**src/rtl/sdvb_pkg.sv**
```systemverilog
package sdvb_pkg;
  localparam int WORD_W = 32;
  localparam int LANES = WORD_W / 8;

  localparam int BIT_FINAL = 10;
  localparam int BIT_CONT = 9;
  localparam int BIT_IRQ = 8;
  localparam int BIT_CLK_EN = 2;
  localparam int BIT_CLK_STBL = 3;
  localparam int BIT_BUF_BLOCK = 6;

  localparam logic [1:0] DMA_ADMA2_32 = 2'b10;

  typedef enum logic [1:0] {SZ_BYTE, SZ_HALF, SZ_WORD, SZ_RSVD} accSize_e;
  typedef enum logic [2:0] {RD_STD, RD_ZERO, RD_ERR, RD_CTL2, RD_CTL3} rdSrc_e;

  typedef struct packed {
    logic wrErr;
    logic wrCtl2;
    logic wrCtl3;
    logic errGuard;
    logic [WORD_W-1:0] laneMask;
    logic [WORD_W-1:0] laneVal;
    rdSrc_e rdSrc;
    logic [4:0] rdShift;
    logic [WORD_W-1:0] rdMask;
  } bankStrobe_t;
endpackage

```
**src/rtl/sdvb_ctrl.sv**
```systemverilog
module sdvb_ctrl
  import sdvb_pkg::*;
#(
  parameter int ADDR_W = 8,
  parameter int ERR_OFS = 'h54,
  parameter int CTL2_OFS = 'h80,
  parameter int CTL3_OFS = 'h84,
  parameter int CTL4_OFS = 'h8C,
  parameter int BUF_OFS = 'h20,
  parameter int CLK_OFS = 'h2C
) (
  input  logic              clk,
  input  logic              rstN,
  input  logic              busWrEn,
  input  logic              busRdEn,
  input  logic [ADDR_W-1:0] busAddr,
  input  logic [1:0]        busSize,
  input  logic [WORD_W-1:0] busWrData,
  input  logic              cardPresent,
  input  logic [1:0]        dmaSel,
  input  logic              admaSetIrq,
  input  logic              bufBlock,
  output bankStrobe_t       strb,
  output logic              stdWrEn,
  output logic              stdRdEn,
  output logic [WORD_W-1:0] stdWrData,
  output logic              admaResume,
  output logic              admaPaused
);
  localparam logic [ADDR_W-1:0] ERR_A = ADDR_W'(ERR_OFS);
  localparam logic [ADDR_W-1:0] CTL2_A = ADDR_W'(CTL2_OFS);
  localparam logic [ADDR_W-1:0] CTL3_A = ADDR_W'(CTL3_OFS);
  localparam logic [ADDR_W-1:0] CTL4_A = ADDR_W'(CTL4_OFS);
  localparam logic [ADDR_W-1:0] BUF_A = ADDR_W'(BUF_OFS);
  localparam logic [ADDR_W-1:0] CLK_A = ADDR_W'(CLK_OFS);

  accSize_e accSize;
  logic [LANES-1:0] sizeLanes;
  logic [2*LANES-1:0] laneWide;
  logic [LANES-1:0] byteEn;
  logic [1:0] byteOfs;
  logic hitErr, hitCtl2, hitCtl3, hitCtl4, hitBuf, hitLocal;
  logic contHit;
  logic pausedQ, resumeQ;

  assign accSize = accSize_e'(busSize);
  assign byteOfs = busAddr[1:0];

  assign hitErr  = busAddr[ADDR_W-1:2] == ERR_A[ADDR_W-1:2];
  assign hitCtl2 = busAddr[ADDR_W-1:2] == CTL2_A[ADDR_W-1:2];
  assign hitCtl3 = busAddr[ADDR_W-1:2] == CTL3_A[ADDR_W-1:2];
  assign hitCtl4 = busAddr[ADDR_W-1:2] == CTL4_A[ADDR_W-1:2];
  assign hitBuf  = busAddr[ADDR_W-1:2] == BUF_A[ADDR_W-1:2];
  assign hitLocal = hitErr | hitCtl2 | hitCtl3;

  always_comb begin
    unique case (accSize)
      SZ_BYTE: sizeLanes = LANES'(4'b0001);
      SZ_HALF: sizeLanes = LANES'(4'b0011);
      default: sizeLanes = '1;
    endcase
    laneWide = {{LANES{1'b0}}, sizeLanes} << byteOfs;
    byteEn = laneWide[LANES-1:0];
  end

  always_comb begin
    strb = '0;
    for (int b = 0; b < LANES; b++) begin
      strb.laneMask[8*b +: 8] = {8{byteEn[b]}};
      strb.rdMask[8*b +: 8] = {8{sizeLanes[b]}};
    end
    strb.laneVal = busWrData << {byteOfs, 3'b000};
    strb.rdShift = {byteOfs, 3'b000};
    strb.wrErr = busWrEn & hitErr;
    strb.wrCtl2 = busWrEn & hitCtl2;
    strb.wrCtl3 = busWrEn & hitCtl3;
    strb.errGuard = accSize[1] ||
                    (accSize == SZ_HALF && byteOfs == 2'd0) ||
                    (accSize == SZ_BYTE && byteOfs == 2'd1);
    if (hitErr) strb.rdSrc = RD_ERR;
    else if (hitCtl2) strb.rdSrc = RD_CTL2;
    else if (hitCtl3) strb.rdSrc = RD_CTL3;
    else if (hitCtl4 || (hitBuf && bufBlock)) strb.rdSrc = RD_ZERO;
    else strb.rdSrc = RD_STD;
  end

  assign stdWrEn = busWrEn & ~hitLocal;
  assign stdRdEn = busRdEn & (strb.rdSrc == RD_STD);

  always_comb begin
    stdWrData = busWrData;
    if (busAddr == CLK_A)
      stdWrData[BIT_CLK_STBL] = busWrData[BIT_CLK_EN] & cardPresent;
  end

  assign contHit = strb.wrErr & strb.errGuard & strb.laneVal[BIT_CONT] &
                   (dmaSel == DMA_ADMA2_32);

  always_ff @(posedge clk or negedge rstN) begin
    if (!rstN) begin
      pausedQ <= 1'b0;
      resumeQ <= 1'b0;
    end else begin
      resumeQ <= contHit & pausedQ;
      if (admaSetIrq) pausedQ <= 1'b1;
      else if (contHit) pausedQ <= 1'b0;
    end
  end

  assign admaResume = resumeQ;
  assign admaPaused = pausedQ;
endmodule

```
**src/rtl/sdvb_regs.sv**
```systemverilog
module sdvb_regs
  import sdvb_pkg::*;
#(
  parameter logic [31:0] CTL3_RST = 32'h7F5F3F1F
) (
  input  logic              clk,
  input  logic              rstN,
  input  bankStrobe_t       strb,
  input  logic [WORD_W-1:0] stdRdData,
  input  logic              admaSetFinal,
  input  logic              admaSetIrq,
  input  logic              admaErrLoad,
  input  logic [2:0]        admaErrCode,
  output logic [WORD_W-1:0] busRdData,
  output logic [WORD_W-1:0] errWord,
  output logic [WORD_W-1:0] ctl2Word,
  output logic [WORD_W-1:0] ctl3Word
);
  logic [WORD_W-1:0] errQ, ctl2Q, ctl3Q;
  logic [WORD_W-1:0] errNext, ctl2Next, ctl3Next;
  logic [WORD_W-1:0] rdWord;

  function automatic logic [WORD_W-1:0] laneMerge(input logic [WORD_W-1:0] oldV,
                                                  input logic [WORD_W-1:0] newV,
                                                  input logic [WORD_W-1:0] mask);
    return (oldV & ~mask) | (newV & mask);
  endfunction

  always_comb begin
    errNext = errQ;
    if (strb.wrErr) begin
      errNext = laneMerge(errQ, strb.laneVal, strb.laneMask);
      if (strb.errGuard) begin
        errNext[BIT_FINAL] = errQ[BIT_FINAL];
        errNext[BIT_CONT] = 1'b0;
        errNext[BIT_IRQ] = errQ[BIT_IRQ] & ~strb.laneVal[BIT_IRQ];
      end
    end
    if (admaSetFinal) errNext[BIT_FINAL] = 1'b1;
    if (admaSetIrq) errNext[BIT_IRQ] = 1'b1;
    if (admaErrLoad) errNext[2:0] = admaErrCode;
  end

  assign ctl2Next = strb.wrCtl2 ? laneMerge(ctl2Q, strb.laneVal, strb.laneMask) : ctl2Q;
  assign ctl3Next = strb.wrCtl3 ? laneMerge(ctl3Q, strb.laneVal, strb.laneMask) : ctl3Q;

  always_ff @(posedge clk or negedge rstN) begin
    if (!rstN) begin
      errQ <= '0;
      ctl2Q <= '0;
      ctl3Q <= CTL3_RST;
    end else begin
      errQ <= errNext;
      ctl2Q <= ctl2Next;
      ctl3Q <= ctl3Next;
    end
  end

  always_comb begin
    unique case (strb.rdSrc)
      RD_ERR:  rdWord = errQ;
      RD_CTL2: rdWord = ctl2Q;
      RD_CTL3: rdWord = ctl3Q;
      RD_STD:  rdWord = stdRdData;
      default: rdWord = '0;
    endcase
  end

  assign busRdData = (strb.rdSrc == RD_STD) ? rdWord : ((rdWord >> strb.rdShift) & strb.rdMask);
  assign errWord = errQ;
  assign ctl2Word = ctl2Q;
  assign ctl3Word = ctl3Q;
endmodule

```
**src/rtl/sdvb_bank.sv**
```systemverilog
module sdvb_bank
  import sdvb_pkg::*;
#(
  parameter int ADDR_W = 8,
  parameter int ERR_OFS = 'h54,
  parameter int CTL2_OFS = 'h80,
  parameter int CTL3_OFS = 'h84,
  parameter int CTL4_OFS = 'h8C,
  parameter int BUF_OFS = 'h20,
  parameter int CLK_OFS = 'h2C,
  parameter logic [31:0] CTL3_RST = 32'h7F5F3F1F
) (
  input  logic              clk,
  input  logic              rstN,
  input  logic              busWrEn,
  input  logic              busRdEn,
  input  logic [ADDR_W-1:0] busAddr,
  input  logic [1:0]        busSize,
  input  logic [31:0]       busWrData,
  output logic [31:0]       busRdData,
  output logic              stdWrEn,
  output logic [31:0]       stdWrData,
  output logic              stdRdEn,
  input  logic [31:0]       stdRdData,
  input  logic              cardPresent,
  input  logic [1:0]        dmaSel,
  input  logic              admaSetFinal,
  input  logic              admaSetIrq,
  input  logic              admaErrLoad,
  input  logic [2:0]        admaErrCode,
  output logic              admaResume,
  output logic              admaPaused,
  output logic [31:0]       ctrl2Value,
  output logic [31:0]       ctrl3Value
);
  bankStrobe_t strb;
  logic [31:0] errWord;

  sdvb_ctrl #(
    .ADDR_W(ADDR_W), .ERR_OFS(ERR_OFS), .CTL2_OFS(CTL2_OFS), .CTL3_OFS(CTL3_OFS),
    .CTL4_OFS(CTL4_OFS), .BUF_OFS(BUF_OFS), .CLK_OFS(CLK_OFS)
  ) uCtrl (
    .clk(clk), .rstN(rstN), .busWrEn(busWrEn), .busRdEn(busRdEn),
    .busAddr(busAddr), .busSize(busSize), .busWrData(busWrData),
    .cardPresent(cardPresent), .dmaSel(dmaSel), .admaSetIrq(admaSetIrq),
    .bufBlock(ctrl2Value[BIT_BUF_BLOCK]), .strb(strb),
    .stdWrEn(stdWrEn), .stdRdEn(stdRdEn), .stdWrData(stdWrData),
    .admaResume(admaResume), .admaPaused(admaPaused)
  );

  sdvb_regs #(.CTL3_RST(CTL3_RST)) uRegs (
    .clk(clk), .rstN(rstN), .strb(strb), .stdRdData(stdRdData),
    .admaSetFinal(admaSetFinal), .admaSetIrq(admaSetIrq),
    .admaErrLoad(admaErrLoad), .admaErrCode(admaErrCode),
    .busRdData(busRdData), .errWord(errWord),
    .ctl2Word(ctrl2Value), .ctl3Word(ctrl3Value)
  );
endmodule

```
**config.mk**
```make
export PLATFORM = sky130hd
export DESIGN_NAME = sdvb_bank
export DESIGN_NICKNAME = d
export VERILOG_FILES = /design/src/rtl/sdvb_pkg.sv /design/src/rtl/sdvb_ctrl.sv /design/src/rtl/sdvb_regs.sv /design/src/rtl/sdvb_bank.sv
export SDC_FILE = /design/constraint.sdc
export NUM_CORES = 1
export LEC_CHECK = 0
export BUFFER_PORTS_ARGS = -buffer_cell sky130_fd_sc_hd__buf_2
export CAP_MARGIN = 20
export CORE_ASPECT_RATIO = 1.1
export CORE_UTILIZATION = 40
export CTS_BUF_LIST = sky130_fd_sc_hd__clkbuf_16
export CTS_CLUSTER_DIAMETER = 120
export DETAILED_ROUTE_END_ITERATION = 10
export GPL_TIMING_DRIVEN = 0
export PLACE_DENSITY = 0.67
export SLEW_MARGIN = 15
export SYNTH_ARGS = -nofsm -noshare
export SYNTH_HDL_FRONTEND = slang
export SYNTH_SLANG_ARGS = --single-unit
```
**constraint.sdc**
```tcl
create_clock -name clk -period 2.53 [get_ports clk]
set_clock_uncertainty 0.05 [all_clocks]
set_input_delay 0.253 -clock clk [delete_from_list [all_inputs] [get_ports clk]]
set_output_delay 0.253 -clock clk [all_outputs]
set_load 0.02 [all_outputs]
```
==> results_dict.tcl, run 1 <==
set metrics [dict create \
    utilization_pct 54.4 \
    arrival_ps 2190 \
    cts-htree-levels 3 \
    crit_path_start "busAddr[6]" \
    path_clk_slew_ps 70 \
    place_area_um2 7490 \
    areaGrowthSynthToFinish_pct 32.9 \
    setup_ws_ps 35.0 \
    route.detailed.drc 1 \
    place_inst 1040 \
    power_density_nw_per_um2 524 \
    required_ps 2230 \
    vias_per_cell 5.69 \
    die-area_um2 15800 \
    drv_cap 0 \
    hold_start "admaSetIrq" \
    ant_nets 0 \
    hold_viol_final 0 \
    track_usage_pct 29.2 \
    violations "design-rule violations" \
    synth-edff-count 0 \
    nNetsFinal 956 \
    status "finished with violations" \
    hold_path_depth 2 \
    syn_nets 714 \
    slew_viol_final 0 \
    final_cells 1070 \
    fin_crit_sh_pct 98.6 \
    setup_viol 0 \
    post-route-min-period_ps 2500 \
    max_freq_mhz 401 \
    cp_max_fo 10 \
    yosysWarnings 0 \
    hold_end "uCtrl.admaPaused" \
    crit_path_end_kind "primary output" \
    synth_flop_cell "dfrtp_1" \
    cts-root-buf "clkbuf_16" \
    overflow 0 \
    slew_headroom_pct 47.6 \
    cts.sink_count 98 \
    first_iter_violations 627 \
    die_w_um 120 \
    tightest_slew_ps 782 \
    vias 6085 \
    floorplan.initialDensity_pct 40.9 \
    crit_type "input port to primary output" \
    synth.avg_cell_area_um2 9.78 \
    routabilityCongestion 0.984 \
    worstSkewPairLatency_ps 360 \
    reg2reg_depth 2 \
    cts_tree "yes" \
    routed_wl_um 22900 \
    hpwl_um 17700 \
    diodes 0 \
    grt_max_degree 52 \
    drtPass1Iterations 10 \
    drive_gt1_share_pct 49.3 \
    leakagePower_nw 4.03 \
    hp-class "input port to flip-flop" \
    grt_pass1_wl_um 34200 \
    clockBufferDepth 2 \
    cts_made_buffers 9 \
    synthCells 627 \
    chipHeight_um 132 \
    core-area_um2 15000 \
    antenna_found_initial 0 \
    num_rows 47 \
    synth_seq_cells 98 \
    io_buffers 216 \
    synth-async-reset-ratio_pct 100 \
    place_ws_ps -289 \
    first_global_vias 5916 \
    ys_seq_area_share_pct 40.5 \
    cp-start-kind "input port" \
    ys_types 60 \
    r2r_setup_slack_ps 1580 \
    wl_per_cell_um 21.4 \
    ir_worst_vdd_mv 0.295 \
    design_area_um2 8150 \
    num_io_pins 219 \
    syn_area_um2 6130 \
]
[cell usage after synthesis, drive strengths merged (2+ instances only)]
master,instances,area share (%)
dfrtp,74,30
nor2b,9,0.92
o211ai,2,0.24
a21oi,46,3.8
o311ai,3,0.43
o21bai,3,0.37
nand3,15,1.3
a222oi,5,0.82
nor2,52,3.3
nand2,55,3.5
clkbuf,11,0.69
o221ai,4,0.67
and3,3,0.31
mux2i,57,9.3
mux2,58,11
nor3b,2,0.24
nand4,5,0.86
a211oi,9,1.1
and2,5,0.51
a21o,3,0.37
or2,4,0.41
dfstp,24,10
nor4,2,0.55
a221o,2,0.33
nand2b,3,0.31
a22oi,13,1.6
nand4b,2,0.29
o2bb2ai,21,3.2
o21ai,51,4.2
a31oi,2,0.20
nor3,2,0.35
buf,62,6.8
inv,7,0.43
[layout by cell type, fill, tap and decap left out, drive strengths merged, types with 3 or more instances in the layout]
cell type,Yosys,layout
a21o,3,3
buf,62,290
nand3,15,15
nand2b,3,3
o21ai,51,51
o221ai,4,4
clkinv,1,5
nand4,5,5
inv,7,8
a222oi,5,5
a21oi,46,46
o311ai,3,3
a22oi,13,13
o21bai,3,3
clkbuf,11,22
nor2,52,52
a211oi,9,9
or2,4,4
and3,3,3
o2bb2ai,21,21
mux2,58,58
mux2i,57,57
dfstp,24,24
nor2b,9,9
nand2,55,55
and2,5,5
dfrtp,74,74
[power breakdown]
group / internal [mW] / total, mW / switching, mW
clock network: 0.763 / 1.39 / 0.626
registers: 1.73 / 1.83 / 0.103
logic: 0.401 / 1.05 / 0.653
[routing by layer]
metal | routed length [um] | global-route usage [%] | vias up
li1 | - | - | 2743
met1 | 9100 | 37.2 | 2900
met2 | 10700 | 47.0 | 388
met3 | 2270 | 6.01 | 54
met4 | 804 | 13.9 | 0
met5 | 0 | 0 | -
[what timing repair did]
item                                    4_1_cts  5_1_grt
buffers inserted                              5        9
hold buffers                                  1        0
gates resized for setup                      32       22
endpoints found under the hold margin        36        0
endpoints found under the setup margin       30       20
pin swaps                                     3       11
[final cells by class]
cell class                      count  area, um^2
Sequential cell                    98        2480
Tap cell                          196         245
Multi-Input combinational cell    448        3370
Fill cell                        1366        6840
Buffer                             72         495
Clock buffer                        9         225
Clock inverter                      7        67.6
Timing Repair Buffer              232        1240
Inverter                            8        30.0
[cell families after synthesis]
logic type	Yosys count	synth area share [%]
AO/OA/AOI/OAI	170	18.1
XOR/XNOR	1	0.143
buffers and inverters	81	7.96
flip-flops	98	40.5
multiplexers	115	20.0
AND/OR/NAND/NOR	162	13.4
[through the flow]
step                power, mW  hold WS (ps)  TNS, ps
floorplan                2.43         -92.6        0
global placement         2.84           412    -3590
detailed placement       2.86           164    -3230
CTS                      4.27          40.8        0
global route             4.44          59.7     -148
finish                   4.27          44.7        0
[worst max-delay path, stage by stage]
cell and delay, ps:
buf_2 130, nor4_4 440, nand2_4 140, clkbuf_4 260, o2bb2ai_1 360, a22oi_1 160
a21oi_1 250, buf_2 210
[how the worst max path moves through the flow]
stage	endpoint	slack [ps]	cells past startpoint
global placement	busRdData[3]	-330	8
floorplan	busRdData[15]	130	6
detailed placement	busRdData[3]	-290	8
global route	busRdData[14]	-30	8
finish	busRdData[11]	30	8
CTS	busRdData[3]	10	8
Power figures use the tool's default switching activity.
==> run 2: changes to the inputs <==
- ABC_AREA: unset -> 1
- PLACE_DENSITY: 0.67 -> 0.66
==> run 2 against run 1 <==
The flow now finishes without violations. Synthesized area rose by 2.8%. Hold slack gained 24 ps. Critical endpoint is now busRdData[15]. Total power increased by 2.7%. Highest routed layer unchanged. Non-clock buffer count fell by 14. Die area grew 2.7%. Worst setup slack better by 18 ps.
==> results_dict.tcl, run 2 <==
set metrics [dict create \
    num_rows 47 \
    place_area_um2 7660 \
    synth_top_area_share_pct 29.4 \
    ys_types 39 \
    ys_seq_area_share_pct 39.4 \
    num_io_pins 219 \
    first_iter_violations 665 \
    nNetsFinal 1203 \
    synth_compound_area_share_pct 14.2 \
    slew_headroom_pct 41.5 \
    pwr-share-seq_pct 41.6 \
    routabilityCongestion 0.957 \
    place_ws_ps -34.0 \
    layout_commonest_cell "nand2_1" \
    power_frac_comb_pct 25.1 \
    muxShareOfSynthArea_pct 2.86 \
    antenna_found_initial 1 \
    yosys-top-cells-area "dfrtp_1 (29%), nand2_1 (14%), dfstp_2 (10%), o21ai_0 (8.7%), nand3_1 (6.1%)" \
    cts_made_buffers 9 \
    rsz0062_at_grt "true" \
    synthSimpleGateAreaFrac_pct 31.0 \
    floorplan.initialDensity_pct 41.4 \
    cp_max_fo 10 \
    path_clk_slew_ps 70 \
    overflow 0 \
    status "complete, no violations" \
    hpwl_um 19100 \
    synthCells 884 \
    place_inst 1297 \
    max_freq_mhz 404 \
    multi_input_area_um2 3070 \
    diodes 0 \
    synth_seq_cells 98 \
    yosysMostFrequentCell "nand2_1" \
    synthAdderAreaFrac_pct 0 \
    netSwitchingPower_mw 1.44 \
    cp-start-kind "flip-flop" \
    wl_per_cell_um 18.1 \
    crit_path_end_kind "primary output" \
    crit_end "busRdData[15]" \
    syn_area_um2 6300 \
    clockBufferDepth 2 \
    hp-class "input port to flip-flop" \
    cts_tree "yes" \
    leakagePower_nw 4.34 \
    grt_pass1_wl_um 36000 \
    synth-edff-count 0 \
    cts-root-buf "clkbuf_16" \
    slowest_delay_ps 460 \
    hold_slack_ps 68.5 \
    worstSkewPairLatency_ps 360 \
    final_cells 1317 \
    required_ps 2230 \
    syn_nets 971 \
    slew_viol_final 0 \
    tns_ps 0 \
    drtPass1Iterations 5 \
    vias_per_cell 5.32 \
    drv_cap 0 \
    grt_max_degree 82 \
    p_clk_share_pct 33.3 \
    arrival_ps 2170 \
    p_sw_share_pct 32.8 \
    synth.avg_cell_area_um2 7.13 \
    io_buffers 216 \
    p_int_mw 2.95 \
    synth_xor_area_share_pct 0 \
    die_w_um 122 \
    power_density_nw_per_um2 544 \
    seq_area_um2 2480 \
    vias 7013 \
    die-area_um2 16300 \
    chipHeight_um 134 \
    r2r_setup_slack_ps 1590 \
    cp_common_cell "nand2_1" \
    cts-htree-levels 3 \
    fin_crit_sh_pct 97.9 \
    hold_path_depth 3 \
    synth_top_family_by_area "simple AND/OR/NAND/NOR gates" \
    cts.sink_count 98 \
    crit_type "flip-flop to primary output" \
    yosys.area.top_type "dfrtp_1" \
    setup_viol 0 \
    cp_slowest_cell "dfrtp_2" \
    tightest_slew_ps 868 \
    drive_gt1_share_pct 32.2 \
    synth-async-reset-ratio_pct 100 \
    synth_flop_cell "dfrtp_1" \
    track_usage_pct 30.0 \
    design_area_um2 8080 \
    reg2reg_depth 3 \
    first_global_vias 6507 \
    layout_common_cells "nand2_1 (240), buf_2 (224), o21ai_0 (102)" \
    areaGrowthSynthToFinish_pct 28.1 \
    ant_nets 0 \
    fillers 1544 \
    path_cells "nand2_1, nor2_2, nor2_4, buf_6, nand3_1, nand2_2, nand2_1, nand2_1, nand2_1, a21oi_4, buf_4" \
    ir_worst_vdd_mv 0.315 \
    post-route-min-period_ps 2480 \
    synth_commonest_cells "nand2_1 (242), o21ai_0 (109), inv_1 (92)" \
    route.detailed.drc 0 \
    yosysWarnings 0 \
    routed_wl_um 23800 \
    hold_viol_final 0 \
    core-area_um2 15200 \
    setup_ws_ps 53.1 \
]
==> run 2: cell types whose count changed in the layout (fill, tap and decap cells not counted), sizes merged, moves of 21 or more <==
cell and change:
o2bb2ai -21, a21oi -25, buf -22, mux2 -42, nand3 +65, nand2 +189
nor2 +36, inv +93, mux2i -57, o21ai +60
==> run 2: kinds of logic after synthesis <==
logic type / after synthesis
and+or+nand+nor: 437
buffers and inverters: 170
AOI/OAI and AO/OA: 163
DFF: 98
muxes: 16
==> run 2: metrics by stage <==
stage / util (%) / power [mW]
finish: 53.0 / 4.39
global route: 53.0 / 4.55
CTS: 52.6 / 4.39
detailed placement: 50.3 / 2.93
global placement: 50.1 / 2.91
floorplan: - / 2.46
==> run 2: worst min path at each step <==
stage	end	start	slack (ps)
detailed placement	asynchronous set/reset pin	rstN	50
floorplan	asynchronous set/reset pin	rstN	-90
finish	uRegs.errWord[8]	admaSetIrq	70
global route	uRegs.errWord[8]	admaSetIrq	80
global placement	flip-flop	flip-flop	420
CTS	uRegs.errWord[8]	admaSetIrq	60
==> run 2: layout make-up <==
type	instances	share of cell area, %
timing repair buffer	221	14.4
inverter	101	4.82
buffer	69	5.16
sequential	98	30.8
multi-input combinational	616	38.1
tap	196	3.04
clock inverter	7	0.991
clock buffer	9	2.79
==> run 2: worst max-delay path, delay by kind of cell, from the launching register on <==
kind	cells	cell delay, ps
buffers and inverters	2	340
and+or+nand+nor	8	820
AOI/OAI and AO/OA	1	200
DFF	1	460
==> run 2: metal layers <==
layer,share of wire [%],global-route usage [%],up-vias
met4,2.4,11.2,0
met2,49,49.7,367
met1,40,39.3,3298
li1,-,-,3316
met5,0,0,-
met3,8.5,4.28,32
==> run 2: power groups by stage <==
stage / Clock, mW / Sequential [mW] / Combinational [mW]
5_1_grt: 1.51 / 1.84 / 1.19
6_report: 1.46 / 1.83 / 1.10
3_3_place_gp: 0 / 1.85 / 1.06
3_5_place_dp: 0 / 1.85 / 1.08
2_1_floorplan: 0 / 1.96 / 0.504
4_1_cts: 1.48 / 1.83 / 1.09
==> run 2: timing repair <==
item / in CTS / in global routing
gates resized for setup: 10 / 25
hold buffers: 1 / 0
buffers inserted: 3 / 0
endpoints found under the setup margin: 32 / 22
endpoints found under the hold margin: 17 / 0
pin swaps: 2 / 1
